### src/rtl/fbu_pkg.sv
package fbu_pkg;
   typedef enum logic [2:0] {
      FMT_IDX  = 3'd0,
      FMT_5551 = 3'd1,
      FMT_565  = 3'd2,
      FMT_444  = 3'd3,
      FMT_888  = 3'd4
   } fmt_kind_e;

   typedef enum logic [1:0] {
      ORD_LE      = 2'd0,
      ORD_BE_PIX  = 2'd1,
      ORD_BE_BYTE = 2'd2
   } order_e;

   // lsz: log2 of the pixel slot size in bits
   typedef struct packed {
      fmt_kind_e  kind;
      logic [2:0] lsz;
      logic       swap;
   } pix_fmt_t;

   typedef struct packed {
      logic       indexed;
      logic [7:0] index;
      logic [7:0] red;
      logic [7:0] green;
      logic [7:0] blue;
   } pix_out_t;

   localparam pix_fmt_t FMT_RESET = '{kind: FMT_IDX, lsz: 3'd0, swap: 1'b0};
endpackage

### src/rtl/fbu_format.sv
module fbu_format
   import fbu_pkg::*;
#(
   parameter int unsigned EXTENDED = 1
) (
   input  logic [2:0] depth,
   input  logic       bgr,
   input  logic [1:0] mux,
   output pix_fmt_t   fmt
);
   if (EXTENDED != 0) begin : g_ext
      always_comb begin
         fmt = '{kind: FMT_IDX, lsz: depth, swap: bgr};
         case (depth)
            3'd4:    fmt = '{kind: FMT_5551, lsz: 3'd4, swap: bgr};
            3'd5:    fmt = '{kind: FMT_888,  lsz: 3'd5, swap: bgr};
            3'd6:    fmt = '{kind: FMT_565,  lsz: 3'd4, swap: bgr};
            3'd7:    fmt = '{kind: FMT_444,  lsz: 3'd4, swap: bgr};
            default: fmt = '{kind: FMT_IDX,  lsz: depth, swap: 1'b0};
         endcase
      end
      logic unused_mux;
      assign unused_mux = ^mux;
   end else begin : g_base
      pix_fmt_t fmt16;
      always_comb begin
         case (mux)
            2'd1:    fmt16 = '{kind: FMT_5551, lsz: 3'd4, swap: bgr};
            2'd3:    fmt16 = '{kind: FMT_565,  lsz: 3'd4, swap: 1'b1};
            default: fmt16 = '{kind: FMT_565,  lsz: 3'd4, swap: bgr};
         endcase
      end
      always_comb begin
         case (depth)
            3'd4, 3'd6, 3'd7: fmt = fmt16;
            3'd5:             fmt = '{kind: FMT_888, lsz: 3'd5, swap: bgr};
            default:          fmt = '{kind: FMT_IDX, lsz: depth, swap: 1'b0};
         endcase
      end
   end
endmodule

### src/rtl/fbu_select.sv
module fbu_select
   import fbu_pkg::*;
#(
   parameter  int unsigned DATA_W = 32,
   localparam int unsigned CNT_W  = $clog2(DATA_W),
   localparam int unsigned SH_W   = CNT_W + 3
) (
   input  logic [DATA_W-1:0] word,
   input  order_e            order,
   input  logic [2:0]        lsz,
   input  logic [CNT_W-1:0]  slot,
   output logic [DATA_W-1:0] field
);
   logic [SH_W-1:0] slot_w, pos_le, pos_top, pos_bep, sh;
   logic [SH_W-1:0] per_byte, byte_i, sub_i;
   logic [2:0]      sub_sh;
   logic [DATA_W:0] mask_wide;
   logic            unused_mask_msb;

   assign slot_w   = SH_W'(slot);
   assign pos_le   = slot_w << lsz;
   assign pos_top  = SH_W'(DATA_W) - ((slot_w + SH_W'(1)) << lsz);
   assign sub_sh   = 3'd3 - lsz;
   assign per_byte = SH_W'(8) >> lsz;
   assign byte_i   = slot_w >> sub_sh;
   assign sub_i    = slot_w & (per_byte - SH_W'(1));
   assign pos_bep  = (byte_i << 3) + SH_W'(8) - ((sub_i + SH_W'(1)) << lsz);

   always_comb begin
      case (order)
         ORD_BE_BYTE: sh = pos_top;
         ORD_BE_PIX:  sh = (lsz < 3'd3) ? pos_bep : pos_le;
         default:     sh = pos_le;
      endcase
   end

   assign mask_wide       = ((DATA_W+1)'(1) << (SH_W'(1) << lsz)) - (DATA_W+1)'(1);
   assign unused_mask_msb = mask_wide[DATA_W];
   assign field           = (word >> sh) & mask_wide[DATA_W-1:0];
endmodule

### src/rtl/fbu_color.sv
module fbu_color
   import fbu_pkg::*;
#(
   parameter int unsigned DATA_W = 32
) (
   input  pix_fmt_t          fmt,
   input  logic [DATA_W-1:0] field,
   output pix_out_t          px
);
   logic [7:0] r, g, b;
   logic       unused_hi;

   assign unused_hi = ^field[DATA_W-1:24];

   always_comb begin
      r = '0; g = '0; b = '0;
      case (fmt.kind)
         FMT_5551: begin
            r = {field[4:0],   3'b000};
            g = {field[9:5],   3'b000};
            b = {field[14:10], 3'b000};
         end
         FMT_565: begin
            r = {field[4:0],   3'b000};
            g = {field[10:5],  2'b00};
            b = {field[15:11], 3'b000};
         end
         FMT_444: begin
            r = {field[3:0],  4'b0000};
            g = {field[7:4],  4'b0000};
            b = {field[11:8], 4'b0000};
         end
         FMT_888: begin
            r = field[7:0];
            g = field[15:8];
            b = field[23:16];
         end
         default: ;
      endcase
   end

   always_comb begin
      px.indexed = (fmt.kind == FMT_IDX);
      px.index   = px.indexed ? field[7:0] : 8'h00;
      px.green   = g;
      px.red     = fmt.swap ? b : r;
      px.blue    = fmt.swap ? r : b;
   end
endmodule

### src/rtl/fbu_linebytes.sv
module fbu_linebytes #(
   parameter int unsigned LINE_W = 12
) (
   input  logic [LINE_W-1:0] width,
   input  logic [2:0]        depth,
   output logic [LINE_W+1:0] bytes
);
   logic [LINE_W+1:0] w;
   assign w = {2'b00, width};

   always_comb begin
      case (depth)
         3'd0:    bytes = w >> 3;
         3'd1:    bytes = w >> 2;
         3'd2:    bytes = w >> 1;
         3'd3:    bytes = w;
         3'd5:    bytes = w << 2;
         default: bytes = w << 1;
      endcase
   end
endmodule

### src/rtl/fb_unpacker.sv
module fb_unpacker
   import fbu_pkg::*;
#(
   parameter  int unsigned EXTENDED = 1,
   parameter  int unsigned DATA_W   = 32,
   parameter  int unsigned LINE_W   = 12,
   localparam int unsigned CNT_W    = $clog2(DATA_W)
) (
   input  logic              clk,
   input  logic              rst_n,
   input  logic [2:0]        cfg_depth,
   input  logic              cfg_bgr,
   input  logic              cfg_be_byte,
   input  logic              cfg_be_pix,
   input  logic [1:0]        fmt_mux,
   input  logic [LINE_W-1:0] line_width,
   output logic [LINE_W+1:0] line_bytes,
   input  logic              in_valid,
   output logic              in_ready,
   input  logic [DATA_W-1:0] in_word,
   output logic              out_valid,
   input  logic              out_ready,
   output logic              out_indexed,
   output logic [7:0]        out_index,
   output logic [7:0]        out_red,
   output logic [7:0]        out_green,
   output logic [7:0]        out_blue
);
   if (DATA_W != 32) begin : g_bad_data_w
      $error("fb_unpacker: DATA_W must be 32");
   end
   if (EXTENDED > 1) begin : g_bad_variant
      $error("fb_unpacker: EXTENDED must be 0 or 1");
   end
   if (LINE_W < 4) begin : g_bad_line_w
      $error("fb_unpacker: LINE_W must be at least 4");
   end

   pix_fmt_t          fmt_d, fmt_q;
   order_e            ord_d, ord_q;
   logic [DATA_W-1:0] word_q;
   logic [CNT_W-1:0]  cnt_q;
   logic              full_q;
   logic [CNT_W:0]    ppw;
   logic              last, load, take;
   logic [DATA_W-1:0] field;
   pix_out_t          px;

   fbu_format #(.EXTENDED(EXTENDED)) u_format (
      .depth (cfg_depth),
      .bgr   (cfg_bgr),
      .mux   (fmt_mux),
      .fmt   (fmt_d)
   );

   assign ord_d = cfg_be_byte ? ORD_BE_BYTE : (cfg_be_pix ? ORD_BE_PIX : ORD_LE);

   assign ppw      = (CNT_W+1)'(DATA_W) >> fmt_q.lsz;
   assign last     = ({1'b0, cnt_q} == (ppw - (CNT_W+1)'(1)));
   assign take     = full_q && out_ready;
   assign in_ready = !full_q || (out_ready && last);
   assign load     = in_valid && in_ready;

   always_ff @(posedge clk) begin
      if (!rst_n) begin
         full_q <= 1'b0;
         cnt_q  <= '0;
         word_q <= '0;
         fmt_q  <= FMT_RESET;
         ord_q  <= ORD_LE;
      end else if (load) begin
         full_q <= 1'b1;
         cnt_q  <= '0;
         word_q <= in_word;
         fmt_q  <= fmt_d;
         ord_q  <= ord_d;
      end else if (take) begin
         if (last) full_q <= 1'b0;
         else      cnt_q  <= cnt_q + CNT_W'(1);
      end
   end

   fbu_select #(.DATA_W(DATA_W)) u_select (
      .word  (word_q),
      .order (ord_q),
      .lsz   (fmt_q.lsz),
      .slot  (cnt_q),
      .field (field)
   );

   fbu_color #(.DATA_W(DATA_W)) u_color (
      .fmt   (fmt_q),
      .field (field),
      .px    (px)
   );

   fbu_linebytes #(.LINE_W(LINE_W)) u_linebytes (
      .width (line_width),
      .depth (cfg_depth),
      .bytes (line_bytes)
   );

   assign out_valid   = full_q;
   assign out_indexed = px.indexed;
   assign out_index   = px.index;
   assign out_red     = px.red;
   assign out_green   = px.green;
   assign out_blue    = px.blue;
endmodule

### config.mk
export PLATFORM = sky130hd
export DESIGN_NAME = fb_unpacker
export DESIGN_NICKNAME = d
export VERILOG_FILES = /design/src/rtl/fbu_pkg.sv /design/src/rtl/fbu_format.sv /design/src/rtl/fbu_select.sv /design/src/rtl/fbu_color.sv /design/src/rtl/fbu_linebytes.sv /design/src/rtl/fb_unpacker.sv
export SDC_FILE = /design/constraint.sdc
export NUM_CORES = 1
export LEC_CHECK = 0
export BUFFER_PORTS_ARGS = -buffer_cell sky130_fd_sc_hd__buf_2
export CAP_MARGIN = 30
export CORE_MARGIN = 4
export CORE_UTILIZATION = 40
export DETAILED_ROUTE_END_ITERATION = 8
export PLACE_DENSITY = 0.71
export RECOVER_POWER = 50
export SLEW_MARGIN = 10
export SYNTH_ARGS = -nofsm -noshare
export SYNTH_HDL_FRONTEND = slang
export SYNTH_SLANG_ARGS = --single-unit
export TNS_END_PERCENT = 1
### constraint.sdc
create_clock -name clk -period 5.8 [get_ports clk]
set_clock_uncertainty 0.1 [all_clocks]
set_input_delay 1.16 -clock clk [delete_from_list [all_inputs] [get_ports clk]]
set_output_delay 1.16 -clock clk [all_outputs]
set_load 0.02 [all_outputs]
After elaboration in Yosys (flattened, before gate mapping):

Index checks and enable logic that the tools add are counted.

* bits in read-only memories: 0
* memories kept: 0
* bits in writable memories: 0
* bits in registers: 47
* bits of input ports: 56
* latch bits: 0
* logic and storage cells: 73
* output and inout bits: 49

* divide/modulo/power cells: 0
* multipliers: 0
* mux-type cells: 15
* bitwise logic cells: 4
* shift operators: 9
* order comparisons: 1
* reduce and logical (&&, ||, !) cells: 13
* equal/unequal tests: 14
* $add $sub $neg: 10

Operators by type and width (count)
* $pmux W14 S5: 1
* $pmux W8 S4: 2
* $mux W8: 4
* $shr A32 B8 Y24: 1
* $pmux W7 S4: 1
* $and A24 B24 Y24: 1
* $pmux W8 S3: 1
* $shl A1 B8 Y24 const A: 1
* $sub A24 B2 Y24 const B: 1
* $pmux W8 S2: 1
* $shl A8 B3 Y8: 2
* $eq A3 B3 Y1 const B: 5
* $eq A3 B2 Y1 const B: 4
* $add A8 B1 Y8 const B: 1
* $add A8 B4 Y8 const B: 1
* $and A5 B8 Y8: 1
* $shl A1 B3 Y8 const A: 1
* $shl A5 B3 Y8: 1
* $shr A4 B3 Y8 const A: 1
* $sub A6 B8 Y8 const A: 1
* $sub A8 B1 Y8 const B: 1
* $sub A8 B8 Y8: 1
* $add A5 B1 Y6 const B: 1
* $eq A3 B1 Y1 const B: 2
* other kinds (19): 29

Depth between registers and ports, before layout:

Gate-level depths: netlist of run 1.

* depth after elaboration: 12
* gate-level depth with buffers: 23
* gate-level depth less buffers: 20

By module:

Synthesis of run 1 repeated with hierarchy kept, for this count alone.

* cells, all modules: 938
* area, all modules: 7225.7 sq um

By module, submodules not included
* fbu_select: area each 3464.6 sq um, times used 1, cells each 480, seq. area each 0.0 sq um
* fb_unpacker: area each 2132.0 sq um, times used 1, cells each 238, seq. area each 940.9 sq um
* fbu_color: area each 894.6 sq um, times used 1, cells each 117, seq. area each 0.0 sq um
* fbu_linebytes: area each 683.2 sq um, times used 1, cells each 94, seq. area each 0.0 sq um
* fbu_format: area each 51.3 sq um, times used 1, cells each 9, seq. area each 0.0 sq um

Worst setup path after synthesis of run 1:

OpenSTA, ideal clock, no wires.

* kind: reg-to-output
* start point: reg fmt_q[3] in the netlist's numbering
* end point: out out_blue[4]
* slack: -0.219 ns
* data required time: 4.540 ns
* path buffers: 4
* data arrival time: 4.759 ns
* cell stages (with the launch flop): 20
* path through: dfxtp_1 buf_2 buf_1 clkbuf_1 buf_1 nand2_1 xor2_1 a211o_1 a21oi_1 ha_1 inv_1 ha_1 or4_1 nand3_2 a21oi_2 mux2_1 a311oi_2 nor2_1 a2111oi_1 a22oi_1

* word-level cells in the longest chain between the ends: 12
* elaborated cells between the ends (all ways): 23
* classes of those cells: add/sub (7); order compare (1); shift (8); mux (5); bitwise (2)

RTL lines
* from (decl): RTL line fb_unpacker.sv:39 `pix_fmt_t fmt_d, fmt_q;`
* from (signal assigned): RTL line fb_unpacker.sv:75 `fmt_q <= fmt_d;`
* $shr A4 B3 Y8: RTL line fbu_select.sv:24 `assign per_byte = SH_W'(8) >> lsz;`
* $sub A8 B1 Y8: RTL line fbu_select.sv:26 `assign sub_i = slot_w & (per_byte - SH_W'(1));`
* $and A5 B8 Y8: RTL line fbu_select.sv:26
* $add A8 B1 Y8: RTL line fbu_select.sv:27 `assign pos_bep = (byte_i << 3) + SH_W'(8) - ((sub_i + SH_W'(1)) << lsz);`
* $shl A8 B3 Y8: RTL line fbu_select.sv:27
* $sub A8 B8 Y8: RTL line fbu_select.sv:27
* $mux W8: RTL line fbu_select.sv:32 `ORD_BE_PIX: sh = (lsz < 3'd3) ? pos_bep : pos_le;`
* $pmux W8 S2: RTL line fbu_select.sv:30 `case (order)`
* $shr A32 B8 Y24: RTL line fbu_select.sv:39 `assign field = (word >> sh) & mask_wide[DATA_W-1:0];`
* $and A24 B24 Y24 *: RTL line fbu_select.sv:39
* $pmux W8 S4 or $pmux W8 S3 (tied branches): RTL line fbu_color.sv:17 `case (fmt.kind)`
* $mux W8 *: RTL line fbu_color.sv:47 `px.blue = fmt.swap ? r : b;`
* to (decl): RTL line fb_unpacker.sv:27 `output logic [7:0] out_blue`

Every way passes the cells marked *; elsewhere a longest branch is shown, timed or not.

Worst setup path in the final report of run 1:

* start point: reg fmt_q[1] in the netlist's numbering
* end point: out out_blue[4]

Same word-level chain as after synthesis.

==> results of run 1 <==
-- cells in the mapped netlist (10+ instances only) --
cell type  instances  share of area [%]
buf_2             17                1.2
a21oi_1           49                3.6
clkbuf_1          41                2.3
mux2i_1           38                5.6
nor3_1            23                1.7
dfxtp_1           47                 14
o21ai_0           45                3.3
nor2_1            51                2.8
xnor2_1           13                1.7
a31oi_1           11                1.0
inv_1             21                1.2
nand2_1          179                9.9
and3_1            12                1.1
nand3_1           46                3.4
a21boi_0          43                4.7
and2_1            20                1.8
nand4_1           10               0.92
o211ai_1          11                1.2
mux4_2            22                7.3
a211oi_1          13                1.4
nand2b_1          12                1.1
a22oi_1           16                1.8
ha_1              16                2.9
nor2b_1           16                1.5
mux2_2            10                1.7
-- cell usage in the layout, fill, tap and decap left out, drive strengths merged, types with 12 or more instances in the layout --
master and count:
a211oi 15, a21boi 43, a21oi 52, a22oi 16
a31oi 12, and2 20, and3 12, buf 183
dfxtp 47, ha 16, inv 23, mux2i 38
mux4 22, nand2 180, nand2b 12, nand3 47
nor2 54, nor2b 16, nor3 23, o211ai 12
o21ai 49, xnor2 13
-- worst max-delay path by stage --
stage               cells past startpoint     start          end  slack, ns
finish                                 21  fmt_q[1]  out_blue[4]      -0.06
global route                           21  fmt_q[1]  out_blue[4]      -0.20
CTS                                    19  fmt_q[3]  out_blue[4]     0.0006
global placement                       20  fmt_q[3]  out_blue[5]      -0.05
floorplan                              20  fmt_q[2]  out_blue[7]      -0.06
detailed placement                     19  fmt_q[3]  out_blue[4]      -0.08
-- power groups by stage --
stage          clock [W]  sequential, W  combinational, W
2_1_floorplan          0       0.000359          0.000318
3_3_place_gp           0       0.000365          0.000453
3_5_place_dp           0       0.000366          0.000458
4_1_cts         0.000336       0.000359          0.000477
5_1_grt         0.000348       0.000363          0.000553
6_report        0.000327       0.000360          0.000509
-- worst reg2reg max path, stage by stage, from the launching register on --
cell	delay (ns)
dfxtp_4	0.37
buf_4	0.21
nor2b_1	0.20
buf_4	0.15
nand2_1	0.06
ha_1	0.26
xor2_1	0.17
xnor2_1	0.13
nor3_1	0.26
a21boi_0	0.15
a21oi_1	0.26
and2_1	0.17
buf_4	0.34
nand3_1	0.17
a21boi_0	0.19
-- flip-flops by register name, indices dropped and copies added (netlist names) --
name       cells
word_q        32
fmt_q          7
cnt_q          5
ord_q          2
out_valid      1
-- area by class of cell --
| class | instances | share of cell area, % |
|---|---|---|
| antenna | 1 | 0.0292 |
| clock buffer | 5 | 1.46 |
| clock inverter | 3 | 0.511 |
| inverter | 23 | 1.01 |
| multi-input combinational | 801 | 68.6 |
| sequential | 47 | 11.1 |
| tap | 220 | 3.21 |
| timing repair buffer | 184 | 14.1 |
-- metal layers --
layer	global-route usage (%)	vias up	part of all wire, %
met5	0	-	0
met3	3.48	44	8.6
met2	33.1	371	43
met1	32.4	3562	46
met4	7.38	0	2.6
li1	-	3738	-
-- per-stage QoR --
step | std cells | TNS (ns) | setup WS (ns)
4_1_cts | 1278 | 0 | 0.000580
3_5_place_dp | 1261 | -0.328 | -0.0808
6_report | 1284 | -0.0614 | -0.0614
3_3_place_gp | 1261 | -0.124 | -0.0528
5_1_grt | 1283 | -1.74 | -0.196
2_1_floorplan | 949 | -0.119 | -0.0591
-- what timing repair did --
action / in CTS / in global routing
resized for setup: 34 / 70
setup buffers: 9 / 6
pin swaps: 13 / 23
setup endpoints to repair: 26 / 29
-- logic make-up after synthesis --
kind of cell | Yosys count | synth area share [%]
AOI/OAI and AO/OA | 276 | 28.9
xor gates and xnor gates | 24 | 3.39
adders and majority gates | 16 | 2.94
buffers and inverters | 101 | 6.75
DFF | 47 | 13.8
muxes | 71 | 14.7
other | 1 | 0.0550
and+or+nand+nor | 413 | 29.5
==> out/metrics.yaml, run 1 <==
seq_area_frac_synth_pct: 13.8
placed_area_um2: 7790
tightest_slew_ns: 0.811
failed_checks: "setup timing"
synth-edff-count: 0
fmax_mhz: 171
ant_nets: 0
multi_input_area_um2: 5880
path_buf_inv: 4
syn_inst: 949
irDropWorstVdd_mv: 0.143
cts_tree: "done"
final.min_clock_period_ns: 5.86
fin_area_um2: 8560
grt_max_degree: 50
path_cells: "nor2b_4 -> nand2_2 -> and2_4 -> ha_4 -> buf_6 -> nor2b_2 -> a211o_1 -> a21oi_2 -> ha_2 -> inv_2 -> ha_4 -> or4_4 -> nand3_4 -> a21oi_4 -> mux2_4 -> a311oi_4 -> buf_4 -> nor2_2 -> a2111oi_4 -> a22oi_2 -> buf_4"
die_area_um2: 19200
cts_hold_buf: 0
clock-sinks: 47
status: "complete, but fails checks"
fin_crit_sh_pct: 101
overflow: 0
antenna_found_initial: 0
grt_pass1_wl_um: 36200
clkSlewWorstSetupHoldPaths_ns: 0.06
grt.total_usage_pct: 22.1
wire_per_inst_um: 17.5
max-clock-path-buffers: 2
start_util_pct: 41.0
drive_gt1_share_pct: 30.6
syn-num-nets: 1021
postSynthAreaPerCell_um2: 7.19
p_sw_w: 0.000446
holdCritPathClass: "reg2reg"
worst_slack_ns: -0.0614
die_w_um: 139
yosys_warnings: 0
first_pass_iters: 5
place.gp.congestion: 0.966
worst_hold_path.endpoint: "word_q[1]"
hold_viol_final: 0
wl_um: 22500
grt_pass1_vias: 7071
crit_path_top_delay_cell: "or4_4"
fill_cells: 1592
timing.rr.end: "fmt_q[0]"
p_leak_nw: 3.25
syn_to_final_growth_pct: 25.6
dp_hpwl_um: 17100
max_stage_delay_ns: 0.53
combPwrFrac_pct: 42.5
drcViolationCount: 0
netlist_area_um2: 6820
pwr-share-seq_pct: 30.1
slew_headroom_pct: 45.8
drv_cap: 0
critical_path_arrival_ns: 4.60
synth.distinct_cells: 89
io_pins: 105
required_ns: 4.54
ys_ff_latch: 47
clk-insertion-delay-late_ns: 0.29
internal_power_w: 0.000750
worstSetupEndpointType: "output port"
hp-start: "word_q[1]"
layout.nets: 1134
reg2reg_slack_ns: 2.55
cts_root_buffer: "clkbuf_16"
cts.htree.levels: 2
crit_family: "compound AO/OA/AOI/OAI gates"
placementRows: 47
setup_violations: 1
core_um2: 16600
via_per_inst: 6.01
critPathLaunchType: "flip-flop"
async_flop_share_pct: 0
clkPwrFrac_pct: 27.3
ff2ff_path_depth: 14
rsz0062_at_grt: "yes"
holdWs_ns: 0.401
cp_max_fo: 3
drv_slew: 0
drtIter0Drc: 640
total_power_w: 0.00120
p_per_area_nw_per_um2: 140
ys.flop_type: "dfxtp_1"
fin_util_pct: 51.4
dieHeight_um: 139
numCtsBuffers: 5
regArea_um2: 947
worstReg2RegStart: "fmt_q[3]"
swShare_pct: 37.3
crit_type: "reg2out"
hold_depth: 2
io_buffers: 102
vias: 7715
No activity file was read; power rests on OpenSTA's default activity.
==> run 2, diff against run 1 <==
- PLACE_DENSITY: 0.71 -> 0.69
- clock period: 5.8 -> 5.9 ns (I/O delays scaled with it)
==> out/metrics.yaml, run 2 (synthesis gave the netlist of run 1 again) <==
fmax_mhz: 168
tightest_slew_ns: 1.76
io_pins: 105
hold_depth: 2
io_buffers: 102
crit_path_top_delay_cell: "or4_4"
regMostFlops: "word_q"
fin_crit_sh_pct: 101
dieHeight_um: 139
die_w_um: 139
drv_cap: 1
irDropWorstVdd_mv: 0.148
antenna_found_initial: 0
cts.htree.levels: 2
wire_per_inst_um: 18.2
cts_root_buffer: "clkbuf_16"
top_regs: "word_q (32), fmt_q (7), cnt_q (5)"
ff2ff_path_depth: 14
antenna_cells: 0
ant_nets: 0
largest_register_ffs: 32
p_per_area_nw_per_um2: 138
drive_gt1_share_pct: 28.4
clock-sinks: 47
final.min_clock_period_ns: 5.94
holdCritPathClass: "reg2reg"
fin_util_pct: 50.7
drtIter0Drc: 761
overflow: 0
grt.total_usage_pct: 21.9
failed_checks: "capacitance limit, slew limit, setup timing"
start_util_pct: 41.0
cts_hold_buf: 0
via_per_inst: 6.05
reg2reg_slack_ns: 1.59
grt_max_degree: 50
place.gp.congestion: 0.967
status: "complete, but fails checks"
p_leak_nw: 3.22
grt_pass1_wl_um: 35800
clkSlewWorstSetupHoldPaths_ns: 0.06
critPathLaunchType: "flip-flop"
slew_headroom_pct: -17.1
vias: 7741
max_stage_delay_ns: 0.54
crit_type: "reg2out"
first_pass_iters: 5
place_inst: 1252
die_area_um2: 19200
worstSetupEndpointType: "output port"
tns_ns: -0.0525
placed_area_um2: 7710
drcViolationCount: 0
rsz0062_at_grt: "yes"
hold_viol_final: 0
grt_pass1_vias: 6797
layout_common_cells: "nand2_1 (179), buf_2 (92), buf_4 (75), a21oi_1 (47), nor2_1 (47)"
worst_slack_ns: -0.0424
critical_path_arrival_ns: 4.66
core_um2: 16600
numCtsBuffers: 5
drv_slew: 44
cts_tree: "done"
stdcell_count: 1279
dp_hpwl_um: 17200
max-clock-path-buffers: 2
final_common_cell: "nand2_1"
path_cells: "nor2b_2 -> nand2_1 -> and2_1 -> ha_2 -> buf_4 -> nand2_1 -> a21oi_1 -> a21oi_1 -> ha_1 -> ha_4 -> or4_4 -> nand3_4 -> a21oi_2 -> mux2_2 -> a311oi_4 -> nor2_1 -> a2111oi_4 -> a22oi_2 -> buf_2"
placementRows: 47
pre_cts_ws_ns: -0.185
cp_max_fo: 4
clk-insertion-delay-late_ns: 0.29
fin_area_um2: 8440
wl_um: 23200
syn_to_final_growth_pct: 23.8
setup_violations: 2
layout.nets: 1130
required_ns: 4.62
==> run 2: worst max-delay path, delay by kind of cell (launching register included) <==
family                   cells  cell delay [ns]
AND/OR/NAND/NOR              7             1.28
buffers and inverters        2             0.31
AO/OA/AOI/OAI                6             1.17
multiplexers                 1             0.35
flip-flops                   1             0.33
adder cells (fa/ha/maj)      3             0.94
==> run 2: final cells by class <==
class	instances	area [µm²]
Clock inverter	3	46.3
Inverter	23	86.3
Sequential cell	47	942
Multi-Input combinational cell	802	5790
Clock buffer	5	125
Tap cell	220	275
Fill cell	1601	8200
Timing Repair Buffer	179	1170
==> run 2: per-layer routing <==
layer / wire [µm] / global-route usage [%]
met5: 0 / 0
met4: 383 / 5.10
met3: 2080 / 3.00
met2: 10200 / 33.4
met1: 10600 / 32.7
==> run 2: timing repair <==
| item | 4_1_cts | 5_1_grt |
|---|---|---|
| setup buffers | 6 | 11 |
| gates resized for setup | 23 | 55 |
| cloned | 0 | 2 |
| setup endpoints to repair | 25 | 29 |
| pin swaps | 6 | 15 |
==> run 2: worst paths after layout <==
check | endpoint | startpoint
worst min-delay path | ord_q[0] | ord_q[0]
worst max register to register | cnt_q[4] | fmt_q[3]
worst min register to register | ord_q[0] | ord_q[0]
worst max-delay path | out_blue[4] | fmt_q[1]
==> run 2: power breakdown <==
group / total (W) / internal [W] / switching [W]
Clock: 0.000324 / 0.000201 / 0.000123
Combinational: 0.000488 / 0.000193 / 0.000295
Sequential: 0.000354 / 0.000334 / 0.0000205
Total: 0.00117 / 0.000728 / 0.000438
==> run 2: stage by stage <==
stage	power, W	hold slack, ns
final	0.00117	0.384
after global routing	0.00123	0.419
after CTS	0.00114	0.388
after detailed placement	0.000804	0.381
after global placement	0.000801	0.372
after floorplan	0.000666	0.344
